`config.mk`:
```
export PLATFORM = sky130hd
export DESIGN_NAME = ovl_level_monitor
export DESIGN_NICKNAME = d
export VERILOG_FILES = /design/src/rtl/ovl_pkg.sv /design/src/rtl/ovl_magnitude.sv /design/src/rtl/ovl_leaky_integ.sv /design/src/rtl/ovl_detector.sv /design/src/rtl/ovl_level_monitor.sv
export SDC_FILE = /design/constraint.sdc
export NUM_CORES = 1
export LEC_CHECK = 0
export BUFFER_PORTS_ARGS = -buffer_cell sky130_fd_sc_hd__buf_2
export CAP_MARGIN = 20
export CORE_ASPECT_RATIO = 1.2
export CORE_MARGIN = 2
export CORE_UTILIZATION = 25
export CTS_CLUSTER_SIZE = 8
export DETAILED_ROUTE_END_ITERATION = 6
export GPL_TIMING_DRIVEN = 0
export PLACE_DENSITY = 0.41
export SLEW_MARGIN = 20
export SYNTH_ARGS = -nofsm -noshare
export SYNTH_HDL_FRONTEND = slang
export SYNTH_SLANG_ARGS = --single-unit
```
`constraint.sdc`:
```
create_clock -name clk -period 7.3 [get_ports clk]
set_input_delay 1.46 -clock clk [delete_from_list [all_inputs] [get_ports clk]]
set_output_delay 1.46 -clock clk [all_outputs]
set_load 0.005 [all_outputs]
```
`src/rtl/ovl_pkg.sv`:
```
package ovl_pkg;
  localparam int NCH  = 2;
  localparam int CH_I = 0;
  localparam int CH_Q = 1;
endpackage

```
`src/rtl/ovl_magnitude.sv`:
```
module ovl_magnitude #(
  parameter int SAMPLE_W = 14
) (
  input  logic signed [SAMPLE_W-1:0] smp,
  output logic        [SAMPLE_W-1:0] mag
);
  logic signed [SAMPLE_W:0] ext;
  logic signed [SAMPLE_W:0] neg;

  always_comb begin
    ext = {smp[SAMPLE_W-1], smp};
    neg = -ext;
    mag = ext[SAMPLE_W] ? neg[SAMPLE_W-1:0] : ext[SAMPLE_W-1:0];
  end
endmodule

```
`src/rtl/ovl_leaky_integ.sv`:
```
module ovl_leaky_integ #(
  parameter int SAMPLE_W = 14,
  parameter int DECAY_SH = 3
) (
  input  logic                clk,
  input  logic                rst,
  input  logic                en,
  input  logic [SAMPLE_W-1:0] mag,
  output logic [SAMPLE_W-1:0] lvl_next,
  output logic [SAMPLE_W-1:0] lvl
);
  localparam int ACC_W = SAMPLE_W + DECAY_SH;

  logic [ACC_W-1:0] acc_q;
  logic [ACC_W-1:0] acc_d;

  always_comb begin
    acc_d    = acc_q - (acc_q >> DECAY_SH) + ACC_W'(mag);
    lvl_next = acc_d[ACC_W-1:DECAY_SH];
    lvl      = acc_q[ACC_W-1:DECAY_SH];
  end

  always_ff @(posedge clk) begin
    if (rst) begin
      acc_q <= '0;
    end else if (en) begin
      acc_q <= acc_d;
    end
  end
endmodule

```
`src/rtl/ovl_detector.sv`:
```
module ovl_detector #(
  parameter int SAMPLE_W = 14,
  parameter int DECAY_SH = 3
) (
  input  logic                       clk,
  input  logic                       rst,
  input  logic                       smp_valid,
  input  logic signed [SAMPLE_W-1:0] smp,
  output logic        [SAMPLE_W-1:0] lvl_next,
  output logic        [SAMPLE_W-1:0] lvl
);
  logic [SAMPLE_W-1:0] mag;

  ovl_magnitude #(.SAMPLE_W(SAMPLE_W)) u_mag (
    .smp (smp),
    .mag (mag)
  );

  ovl_leaky_integ #(.SAMPLE_W(SAMPLE_W), .DECAY_SH(DECAY_SH)) u_integ (
    .clk      (clk),
    .rst      (rst),
    .en       (smp_valid),
    .mag      (mag),
    .lvl_next (lvl_next),
    .lvl      (lvl)
  );
endmodule

```
`src/rtl/ovl_level_monitor.sv`:
```
module ovl_level_monitor #(
  parameter int              SAMPLE_W  = 14,
  parameter int              DECAY_SH  = 3,
  parameter int              THR_W     = 16,
  parameter logic [THR_W-1:0] THR_RESET = '1
) (
  input  logic                clk,
  input  logic                rst,
  input  logic                in_valid,
  input  logic [SAMPLE_W-1:0] in_i,
  input  logic [SAMPLE_W-1:0] in_q,
  input  logic                thr_we,
  input  logic [THR_W-1:0]    thr_wdata,
  output logic                ovl_flag
);
  import ovl_pkg::*;

  logic signed [SAMPLE_W-1:0] smp_arr  [NCH];
  logic        [SAMPLE_W-1:0] lvl_nx   [NCH];
  logic        [SAMPLE_W-1:0] lvl_reg  [NCH];
  logic        [NCH-1:0]      over_ch;
  logic        [THR_W-1:0]    thr_q;

  assign smp_arr[CH_I] = in_i;
  assign smp_arr[CH_Q] = in_q;

  for (genvar c = 0; c < NCH; c++) begin : g_ch
    ovl_detector #(.SAMPLE_W(SAMPLE_W), .DECAY_SH(DECAY_SH)) u_det (
      .clk       (clk),
      .rst       (rst),
      .smp_valid (in_valid),
      .smp       (smp_arr[c]),
      .lvl_next  (lvl_nx[c]),
      .lvl       (lvl_reg[c])
    );
    assign over_ch[c] = THR_W'(lvl_nx[c]) > thr_q;
  end

  always_ff @(posedge clk) begin
    if (rst) begin
      thr_q <= THR_RESET;
    end else if (thr_we) begin
      thr_q <= thr_wdata;
    end
  end

  always_ff @(posedge clk) begin
    if (rst) begin
      ovl_flag <= 1'b0;
    end else if (in_valid) begin
      ovl_flag <= |over_ch;
    end
  end
endmodule

```
# After elaboration in Yosys (flattened, before gate mapping)
# Index checks and enable logic that the tools add are counted.
totals:
  reg_bits: 51
  output_inout_bits: 1
  latchBits: 0
  memories: 0
  in_bits: 48
  mem_bits_rw: 0
  rom_bits: 0
  wordCells: 15
op_classes:
  div: 0
  addsub: 6
  magnitude_cmp: 2
  n_shift: 0
  n_reduce_logical: 1
  muxes: 2
  eq_ne: 0
  n_mul: 0
  bitwise: 0
op_table:
  columns: ["op", "n"]
  rows:
  - ["$add 17x14->17", 2]
  - ["$sub 17x14->17", 2]
  - ["$gt 14x16->1", 2]
  - ["$mux 14", 2]
  - ["$neg 14->14", 2]
  - ["$reduce_or 2->1", 1]

# Longest topological paths before layout
# Gate-level depths: netlist (run 1).
depth:
  word_depth: 5
  depth_mapped: 22
  ltp_nobuf: 22

# Cells and area by module
# From an unflattened synthesis (run 1), not the netlist that was laid out.
unflattened:
  hier_cells: 758
  area_unflattened_um2: 6122.1
modules_own_cells:
  columns: ["module", "n_inst", "area_per_inst_um2", "seq_area_each_um2", "cells_per_inst"]
  rows:
  - ["ovl_leaky_integ at g_ch[1].u_det.u_integ", 1, 2130.8, 340.3, 271]
  - ["ovl_leaky_integ at g_ch[0].u_det.u_integ", 1, 2129.5, 340.3, 266]
  - ["ovl_level_monitor", 1, 1278.7, 340.3, 147]
  - ["ovl_magnitude", 2, 291.5, 0.0, 37]

# Worst setup path after synthesis (run 1)
# Ideal clock, no wire load.
synth_timing:
  path_type: "input-to-reg"
  start: "in in_i[8]"
  end: "reg ovl_flag"
  stages: 20
  setup_ns: 0.120
  path_buffers: 0
  required_time_ns: 7.180
  arrival_ns: 5.458
  setup_slack_ns: 1.722
  cell_sequence: "or3_1 > or3_1 > o31ai_1 > xnor2_1 > fa_1 > ha_1 > and2_1 > a221oi_1 > o21ai_0 > and3_1 > nor2_1 > xnor2_1 > ha_1 > a21oi_1 > o22ai_1 > o21a_1 > o21ai_0 > o211ai_1 > o211ai_1 > nand2_1"
synth_via:
  elab_chain_len: 5
synth_rtl:
  columns: ["item", "line", "rtl"]
  rows:
  - ["start, declared", "ovl_level_monitor.sv:10", "input logic [SAMPLE_W-1:0] in_i,"]
  - ["$neg 14->14", "ovl_magnitude.sv:12", "neg = -ext;"]
  - ["$mux 14 (*)", "ovl_magnitude.sv:13", "mag = ext[SAMPLE_W] ? neg[SAMPLE_W-1:0] : ext[SAMPLE_W-1:0];"]
  - ["$add 17x14->17 (*)", "ovl_leaky_integ.sv:18", "acc_d = acc_q - (acc_q >> DECAY_SH) + ACC_W'(mag);"]
  - ["via g_ch[0].u_det.lvl_next[11]", "ovl_detector.sv:9", "output logic [SAMPLE_W-1:0] lvl_next,"]
  - ["$gt 14x16->1 (*)", "ovl_level_monitor.sv:36", "assign over_ch[c] = THR_W'(lvl_nx[c]) > thr_q;"]
  - ["$reduce_or 2->1 (*)", "ovl_level_monitor.sv:51", "ovl_flag <= |over_ch;"]
  - ["end signal, assigned", "ovl_level_monitor.sv:51", null]
  - ["end, declared", "ovl_level_monitor.sv:14", "output logic ovl_flag"]
# Mark *: on every way through the listed nets, which the timed path passes. The rest lies on a longest branch.
# A chain may end at the register's enable or synchronous reset.

# Worst setup path after layout (run 1)
# Same ends and word-level chain as after synthesis.

==> flow_metrics.env, run 1 <==
export IMPL_status="finished, final reports clean"
export IMPL_cts_tree="yes"
export IMPL_period_share_pct=80.6
export IMPL_drtIter0Drc=189
export IMPL_clkPwrFrac_pct=7.6
export IMPL_antennaDiodeCount=0
export IMPL_r2r_start="g_ch[0].u_det.u_integ.acc_q[4]"
export IMPL_fin_nets=801
export IMPL_rsz0062_at_grt="false"
export IMPL_grt_pass1_wl_mm=23.2
export IMPL_tns_ns=0
export IMPL_tightestPinTransition_ns=0.817
export IMPL_p_per_area_mw_per_mm2=554
export IMPL_htreeDepth=2
export IMPL_r2r_slack_ns=3.13
export IMPL_ant_nets=0
export IMPL_skew_ns=0.00742
export IMPL_synthArstFlopShare_pct=0
export IMPL_critPathArrivalTime_ns=6.08
export IMPL_hold_path_end="thr_q[15]"
export IMPL_dieArea_mm2=0.0216
export IMPL_first_pass_iters=4
export IMPL_r2r_cells=19
export IMPL_grt_pass1_vias=4625
export IMPL_cts_hold_buf=0
export IMPL_ios=49
export IMPL_worstSetupStartpointType="input pin"
export IMPL_timing_hold_ws_ns=0.475
export IMPL_maxSlewViolCount=0
export IMPL_worst_slew_margin_rel_pct=45.5
export IMPL_cts_made_buffers=5
export IMPL_critPathMaxFanout=4
export IMPL_io_buffers=47
export IMPL_synth_seq_area_share_pct=20.0
export IMPL_route_detailed_drc=0
export IMPL_vias=4410
export IMPL_irDropWorstVdd_v=0.000157
export IMPL_hpwl_mm=11.7
export IMPL_routed_wl_mm=14.1
export IMPL_p_leak_nw=2.62
export IMPL_critical_path_required_ns=7.49
export IMPL_post_cts_resize_count=0
export IMPL_yosysWarnings=0
export IMPL_syn_area_per_cell_um2=8.42
export IMPL_cts_root_buf="clkbuf_16"
export IMPL_std_cell_rows=57
export IMPL_seq_power_share_pct=12.9
export IMPL_clock_sinks=51
export IMPL_p_sw_mw=1.62
export IMPL_endpoint_kind="register"
export IMPL_hold_viol=0
export IMPL_gp_congestion=0.875
export IMPL_sw_frac_of_total_pct=50.2
export IMPL_path_class="input pin to register"
export IMPL_synth_ff_type="dfxtp_1"
export IMPL_syn2layout_area_growth_pct=13.9
export IMPL_fmax_mhz=170
export IMPL_grt_usage_pct=13.7
export IMPL_wl_per_cell_um=15.3
export IMPL_ys_ff_latch=51
export IMPL_cap_violations=0
export IMPL_syn_inst=607
export IMPL_drive_gt1_share_pct=8.77
export IMPL_final_setup_viol_count=0
export IMPL_hold_class="register to register"
export IMPL_clk_pin_slew_worst_paths_ns=0.07
export IMPL_fin_crit_ns=5.89
export IMPL_p_comb_share_pct=79.4
export IMPL_chipHeight_um=161
export IMPL_synth_edf_count=0
export IMPL_min_path_cells=2
export IMPL_initial_core_util_pct=25.3
export IMPL_worstHoldStart="thr_q[15]"
export IMPL_post_cts_buffers=0
export IMPL_r2r_end="ovl_flag"
export IMPL_antenna_found_initial=0
export IMPL_syn_num_nets=747
export IMPL_dieWidth_um=135
export IMPL_clk_path_buf_depth=2
export IMPL_ys_types=54
export IMPL_vias_per_cell=4.76
export IMPL_synthesis_area_mm2=0.00511
export IMPL_internal_power_mw=1.61
export IMPL_gr_total_overflow=0
export IMPL_clk_latency_ns=0.30
export IMPL_coreArea_mm2=0.0202
export IMPL_grt_max_degree=15
## cell type report
cell class              count  area [um2]
repair buffers             47         235
flip-flops and latches     51        1020
fillers                  2169       14400
clock buffers               6         139
plain buffers              16        60.1
well taps                 265         332
multi-input cells         478        3800
clock inverters             1        5.00
inverters                  62         233
## power groups by stage
stage / Combinational [mW] / Sequential [mW] / Clock, mW
6_report: 2.56 / 0.417 / 0.246
4_1_cts: 2.58 / 0.419 / 0.259
3_5_place_dp: 2.56 / 0.425 / 0
2_1_floorplan: 2.02 / 0.403 / 0
3_3_place_gp: 2.51 / 0.425 / 0
5_1_grt: 2.94 / 0.430 / 0.268
## critical path: stages
cell	delay [ns]
buf_2	0.11
or3_1	0.40
or3_1	0.41
o31ai_1	0.26
xnor2_1	0.19
fa_1	0.45
ha_1	0.37
and2_1	0.18
a221oi_1	0.34
o21ai_0	0.23
and3_1	0.26
nor2_1	0.11
xnor2_1	0.13
ha_1	0.26
a21oi_1	0.16
o22ai_1	0.09
o21a_1	0.16
o21ai_0	0.20
o211ai_1	0.12
o211ai_1	0.12
nand2_1	0.07
## kinds of logic (layout without fill, tap and decap cells)
kind of cell | count (synthesis) | after routing | share of synthesized area, %
adders and majority gates | 92 | 92 | 26.6
xor gates and xnor gates | 54 | 54 | 9.25
muxes | 22 | 22 | 4.33
buffers and inverters | 78 | 132 | 5.73
DFF | 51 | 51 | 20.0
AOI/OAI and AO/OA | 143 | 143 | 18.7
and+or+nand+nor | 167 | 167 | 15.4
## how the worst max path moves through the flow
stage / depth (start not counted) / start / endpoint
global placement: 21 / in_i[8] / ovl_flag
global route: 21 / in_i[8] / ovl_flag
CTS: 21 / in_i[8] / ovl_flag
floorplan: 20 / in_i[8] / ovl_flag
finish: 21 / in_i[8] / ovl_flag
detailed placement: 21 / in_i[8] / ovl_flag
## registers in the layout, indices dropped and copies added (netlist names)
register / cells
g_ch.u_det.u_integ.acc_q: 34
thr_q: 16
ovl_flag: 1
## cells in the mapped netlist, types with 4 or more instances
cell type,n,area [um2]
xor2_1,15,131
nand4_1,7,43.8
a21oi_1,38,190
ha_1,64,801
xnor2_1,39,342
a21o_1,18,135
o21a_1,6,45.0
o211ai_1,22,165
nor3_1,9,45.0
and3_1,4,25.0
or3_1,6,37.5
nor2b_1,10,62.6
a211oi_1,4,30.0
nand3_1,7,35.0
mux2i_1,21,210
nor2_1,41,154
nand2b_1,8,50.1
inv_1,61,229
nand2_1,64,240
dfxtp_1,51,1020
clkbuf_1,14,52.6
o31ai_1,12,90.1
fa_1,28,561
o21ai_0,21,105
## per-stage QoR
step / worst slack [ns] / power [mW] / instances / util [%] / instance area, um2
after detailed placement: 1.07 / 2.98 / 919 / 28.1 / 5680
after global routing: 0.963 / 3.64 / 926 / 28.9 / 5820
final: 1.41 / 3.23 / 926 / 28.9 / 5820
after global placement: 1.08 / 2.94 / 919 / 28.1 / 5680
after CTS: 1.39 / 3.26 / 926 / 28.9 / 5820
after floorplan: 1.72 / 2.43 / 607 / - / 5110
## per-layer routing
| layer | global-route usage, % | wire length (um) |
|---|---|---|
| met1 | 16.7 | 6230 |
| met2 | 24.6 | 7100 |
| met3 | 1.77 | 476 |
| met4 | 4.50 | 334 |
| met5 | 0 | 0 |
## placed cells by master, fill, tap and decap left out, drive strengths merged, types with 3 or more instances in the layout
cell type and n:
nand2 64, nor2 41, nor2b 10, dfxtp 51, inv 61, mux2i 21, xor2 15, clkbuf 20
o22ai 3, xnor2 39, nand2b 8, a21oi 38, nand4 7, and3 4, o21a 6, buf 49
nor3 10, or3 6, a211oi 5, fa 28, ha 64, o31ai 12, a21o 18, o21ai 21
o211ai 22, nand3 7
(Power assumes the default switching activity.)
==> inputs of run 2 (changes only) <==
--- a/config.mk
+++ b/config.mk
@@ -5,6 +5,7 @@
 export SDC_FILE = /design/constraint.sdc
 export NUM_CORES = 1
 export LEC_CHECK = 0
+export ABC_AREA = 1
 export BUFFER_PORTS_ARGS = -buffer_cell sky130_fd_sc_hd__buf_2
 export CAP_MARGIN = 20
 export CORE_ASPECT_RATIO = 1.2
@@ -13,7 +14,7 @@
 export CTS_CLUSTER_SIZE = 8
 export DETAILED_ROUTE_END_ITERATION = 6
 export GPL_TIMING_DRIVEN = 0
-export PLACE_DENSITY = 0.41
+export PLACE_DENSITY = 0.43
 export SLEW_MARGIN = 20
 export SYNTH_ARGS = -nofsm -noshare
 export SYNTH_HDL_FRONTEND = slang
==> constraint.sdc (replaced) <==
create_clock -name clk -period 4.86 [get_ports clk]
set_input_delay 0.972 -clock clk [delete_from_list [all_inputs] [get_ports clk]]
set_output_delay 0.972 -clock clk [all_outputs]
set_load 0.005 [all_outputs]
==> run 2 against run 1 <==
Clock skew is 0.0019 ns lower. Die area grew 6.1%. Non-clock buffer count decreased by 2. Worst setup slack worse by 1.0 ns. Cell count is 22% higher. Worst hold slack worse by 0.0066 ns. Global-route usage grew 0.35 points. Via count is 12% higher. Synthesized cell count rose by 33%. Sequential share of layout area down 1.1 points. Critical path depth rose by 7. Synthesized area is 6.3% higher. Critical path type unchanged. Highest routed layer unchanged.
==> flow_metrics.env, run 2 <==
export IMPL_worst_slew_margin_rel_pct=44.4
export IMPL_critPathArrivalTime_ns=4.69
export IMPL_skew_ns=0.00553
export IMPL_syn2layout_area_growth_pct=14.0
export IMPL_r2r_end="ovl_flag"
export IMPL_cap_violations=0
export IMPL_synth_most_common_cell="nand2_1"
export IMPL_hold_viol=0
export IMPL_reg_top3="g_ch.u_det.u_integ.acc_q x34, thr_q x16, ovl_flag x1"
export IMPL_tns_ns=0
export IMPL_synth_common_cells="nand2_1, inv_1, a21oi_1, ha_1, dfxtp_1"
export IMPL_grt_max_degree=14
export IMPL_gr_total_overflow=0
export IMPL_dieWidth_um=139
export IMPL_synth_edf_count=0
export IMPL_fmax_mhz=223
export IMPL_gp_congestion=0.814
export IMPL_first_pass_iters=4
export IMPL_antennaDiodeCount=0
export IMPL_endpoint_kind="register"
export IMPL_antenna_found_initial=0
export IMPL_drtIter0Drc=207
export IMPL_dp_slack_ns=-0.207
export IMPL_route_detailed_drc=0
export IMPL_syn_inst=807
export IMPL_grt_usage_pct=14.0
export IMPL_critical_path_required_ns=5.06
export IMPL_cts_root_buf="clkbuf_16"
export IMPL_final_area_mm2=0.00620
export IMPL_status="finished, final reports clean"
export IMPL_largest_register_ffs=34
export IMPL_period_share_pct=92.3
export IMPL_vias_per_cell=4.38
export IMPL_maxSlewViolCount=0
export IMPL_ys_ff_latch=51
export IMPL_io_buffers=45
export IMPL_min_path_cells=2
export IMPL_ys_types=32
export IMPL_coreArea_mm2=0.0215
export IMPL_cts_tree="yes"
export IMPL_syn_area_per_cell_um2=6.74
export IMPL_cts_made_buffers=5
export IMPL_r2r_cells=21
export IMPL_hold_path_end="thr_q[15]"
export IMPL_clk_path_buf_depth=2
export IMPL_tightestPinTransition_ns=0.833
export IMPL_grt_pass1_vias=4992
export IMPL_drive_gt1_share_pct=8.39
export IMPL_ios=49
export IMPL_htreeDepth=2
export IMPL_synth_ff_type="dfxtp_1"
export IMPL_rsz0062_at_grt="false"
export IMPL_setup_slack_ns=0.376
export IMPL_initial_core_util_pct=25.3
export IMPL_critical_path_max_stage_delay_ns=0.54
export IMPL_fin_crit_ns=4.48
export IMPL_layout_common_cells="nand2_1, inv_1, a21oi_1"
export IMPL_critPathMaxFanout=5
export IMPL_final_setup_viol_count=0
export IMPL_r2r_start="g_ch[1].u_det.u_integ.acc_q[4]"
export IMPL_worst_path_stages=28
export IMPL_place_area_mm2=0.00600
export IMPL_crit_family="simple AND/OR/NAND/NOR gates"
export IMPL_worstSetupStartpointType="input pin"
export IMPL_yosysWarnings=0
export IMPL_routed_wl_mm=15.6
export IMPL_clock_sinks=51
export IMPL_synthTopCellsByArea="dfxtp_1, ha_1, nand2_1"
export IMPL_clk_pin_slew_worst_paths_ns=0.07
export IMPL_ant_nets=0
export IMPL_crit_buf_inv=4
export IMPL_vias=4956
export IMPL_synth_top_area_share_pct=18.8
export IMPL_wl_per_cell_um=13.8
export IMPL_path_class="input pin to register"
export IMPL_chipHeight_um=166
export IMPL_grt_pass1_wl_mm=25.0
export IMPL_synthesis_area_mm2=0.00544
export IMPL_r2r_slack_ns=1.35
export IMPL_synth_seq_area_share_pct=18.8
export IMPL_crit_path_frequent_cell="nand2_1"
export IMPL_final_common_cell="nand2_1"
export IMPL_top_register="g_ch.u_det.u_integ.acc_q"
export IMPL_worstHoldStart="thr_q[15]"
export IMPL_critPathSlowestCell="fa_1"
export IMPL_clk_latency_ns=0.30
export IMPL_synthArstFlopShare_pct=0
export IMPL_hold_class="register to register"
export IMPL_hpwl_mm=13.0
export IMPL_syn_num_nets=947
export IMPL_dieArea_mm2=0.0229
export IMPL_cts_hold_buf=0
export IMPL_fin_nets=999
export IMPL_std_cell_rows=59
export IMPL_synth_top_cell_by_area="dfxtp_1"
[run 2: layer usage]
metal	vias up	track usage (%)	part of all wire, %
met1	2193	16.6	45
met5	-	0	0
met2	69	26.5	50
met4	0	4.09	2.1
met3	19	1.93	2.7
li1	2675	-	-
[run 2: worst register-to-register path, delay by kind of cell, from the launching register on]
family	cells	cell delay, ns
adders and majority gates	3	1.29
and+or+nand+nor	12	1.17
DFF	1	0.36
AOI/OAI and AO/OA	2	0.36
buffers and inverters	4	0.23
[run 2: cells by family after synthesis]
family / after synthesis / share of synthesized area, %
DFF: 51 / 18.8
and+or+nand+nor: 307 / 23.8
buffers and inverters: 168 / 11.7
AOI/OAI and AO/OA: 152 / 14.7
xor gates and xnor gates: 37 / 5.96
adders and majority gates: 92 / 25.0
[run 2: timing repair]
item | 4_1_cts | 5_1_grt
endpoints found under the setup margin | 0 | 1
setup buffers | 0 | 0
resized for setup | 0 | 14
[run 2: cell type report]
| type | count | area [um2] |
|---|---|---|
| flip-flops and latches | 51 | 1020 |
| plain buffers | 16 | 65.1 |
| multi-input cells | 588 | 3840 |
| fillers | 2370 | 15300 |
| clock buffers | 6 | 129 |
| inverters | 152 | 571 |
| well taps | 274 | 343 |
| repair buffers | 45 | 225 |
[run 2: through the flow]
step	utilization (%)	std cells	hold slack [ns]
2_1_floorplan	-	807	0.430
3_3_place_gp	28.0	1126	0.442
3_5_place_dp	28.0	1126	0.449
4_1_cts	28.6	1132	0.467
5_1_grt	28.8	1132	0.493
6_report	28.8	1132	0.468
[run 2: how the worst max path moves through the flow]
stage / startpoint / to / slack (ns)
5_1_grt: in_i[6] / ovl_flag / 0.001
2_1_floorplan: in_q[1] / ovl_flag / 0.67
6_report: in_q[0] / ovl_flag / 0.38
4_1_cts: in_q[0] / ovl_flag / 0.09
3_5_place_dp: in_q[0] / ovl_flag / -0.21
3_3_place_gp: in_i[0] / ovl_flag / -0.17
Power of run 2 is left out: the tool's default activity adds up to more than one toggle a clock period on the data nets, which glitch-free logic cannot reach.
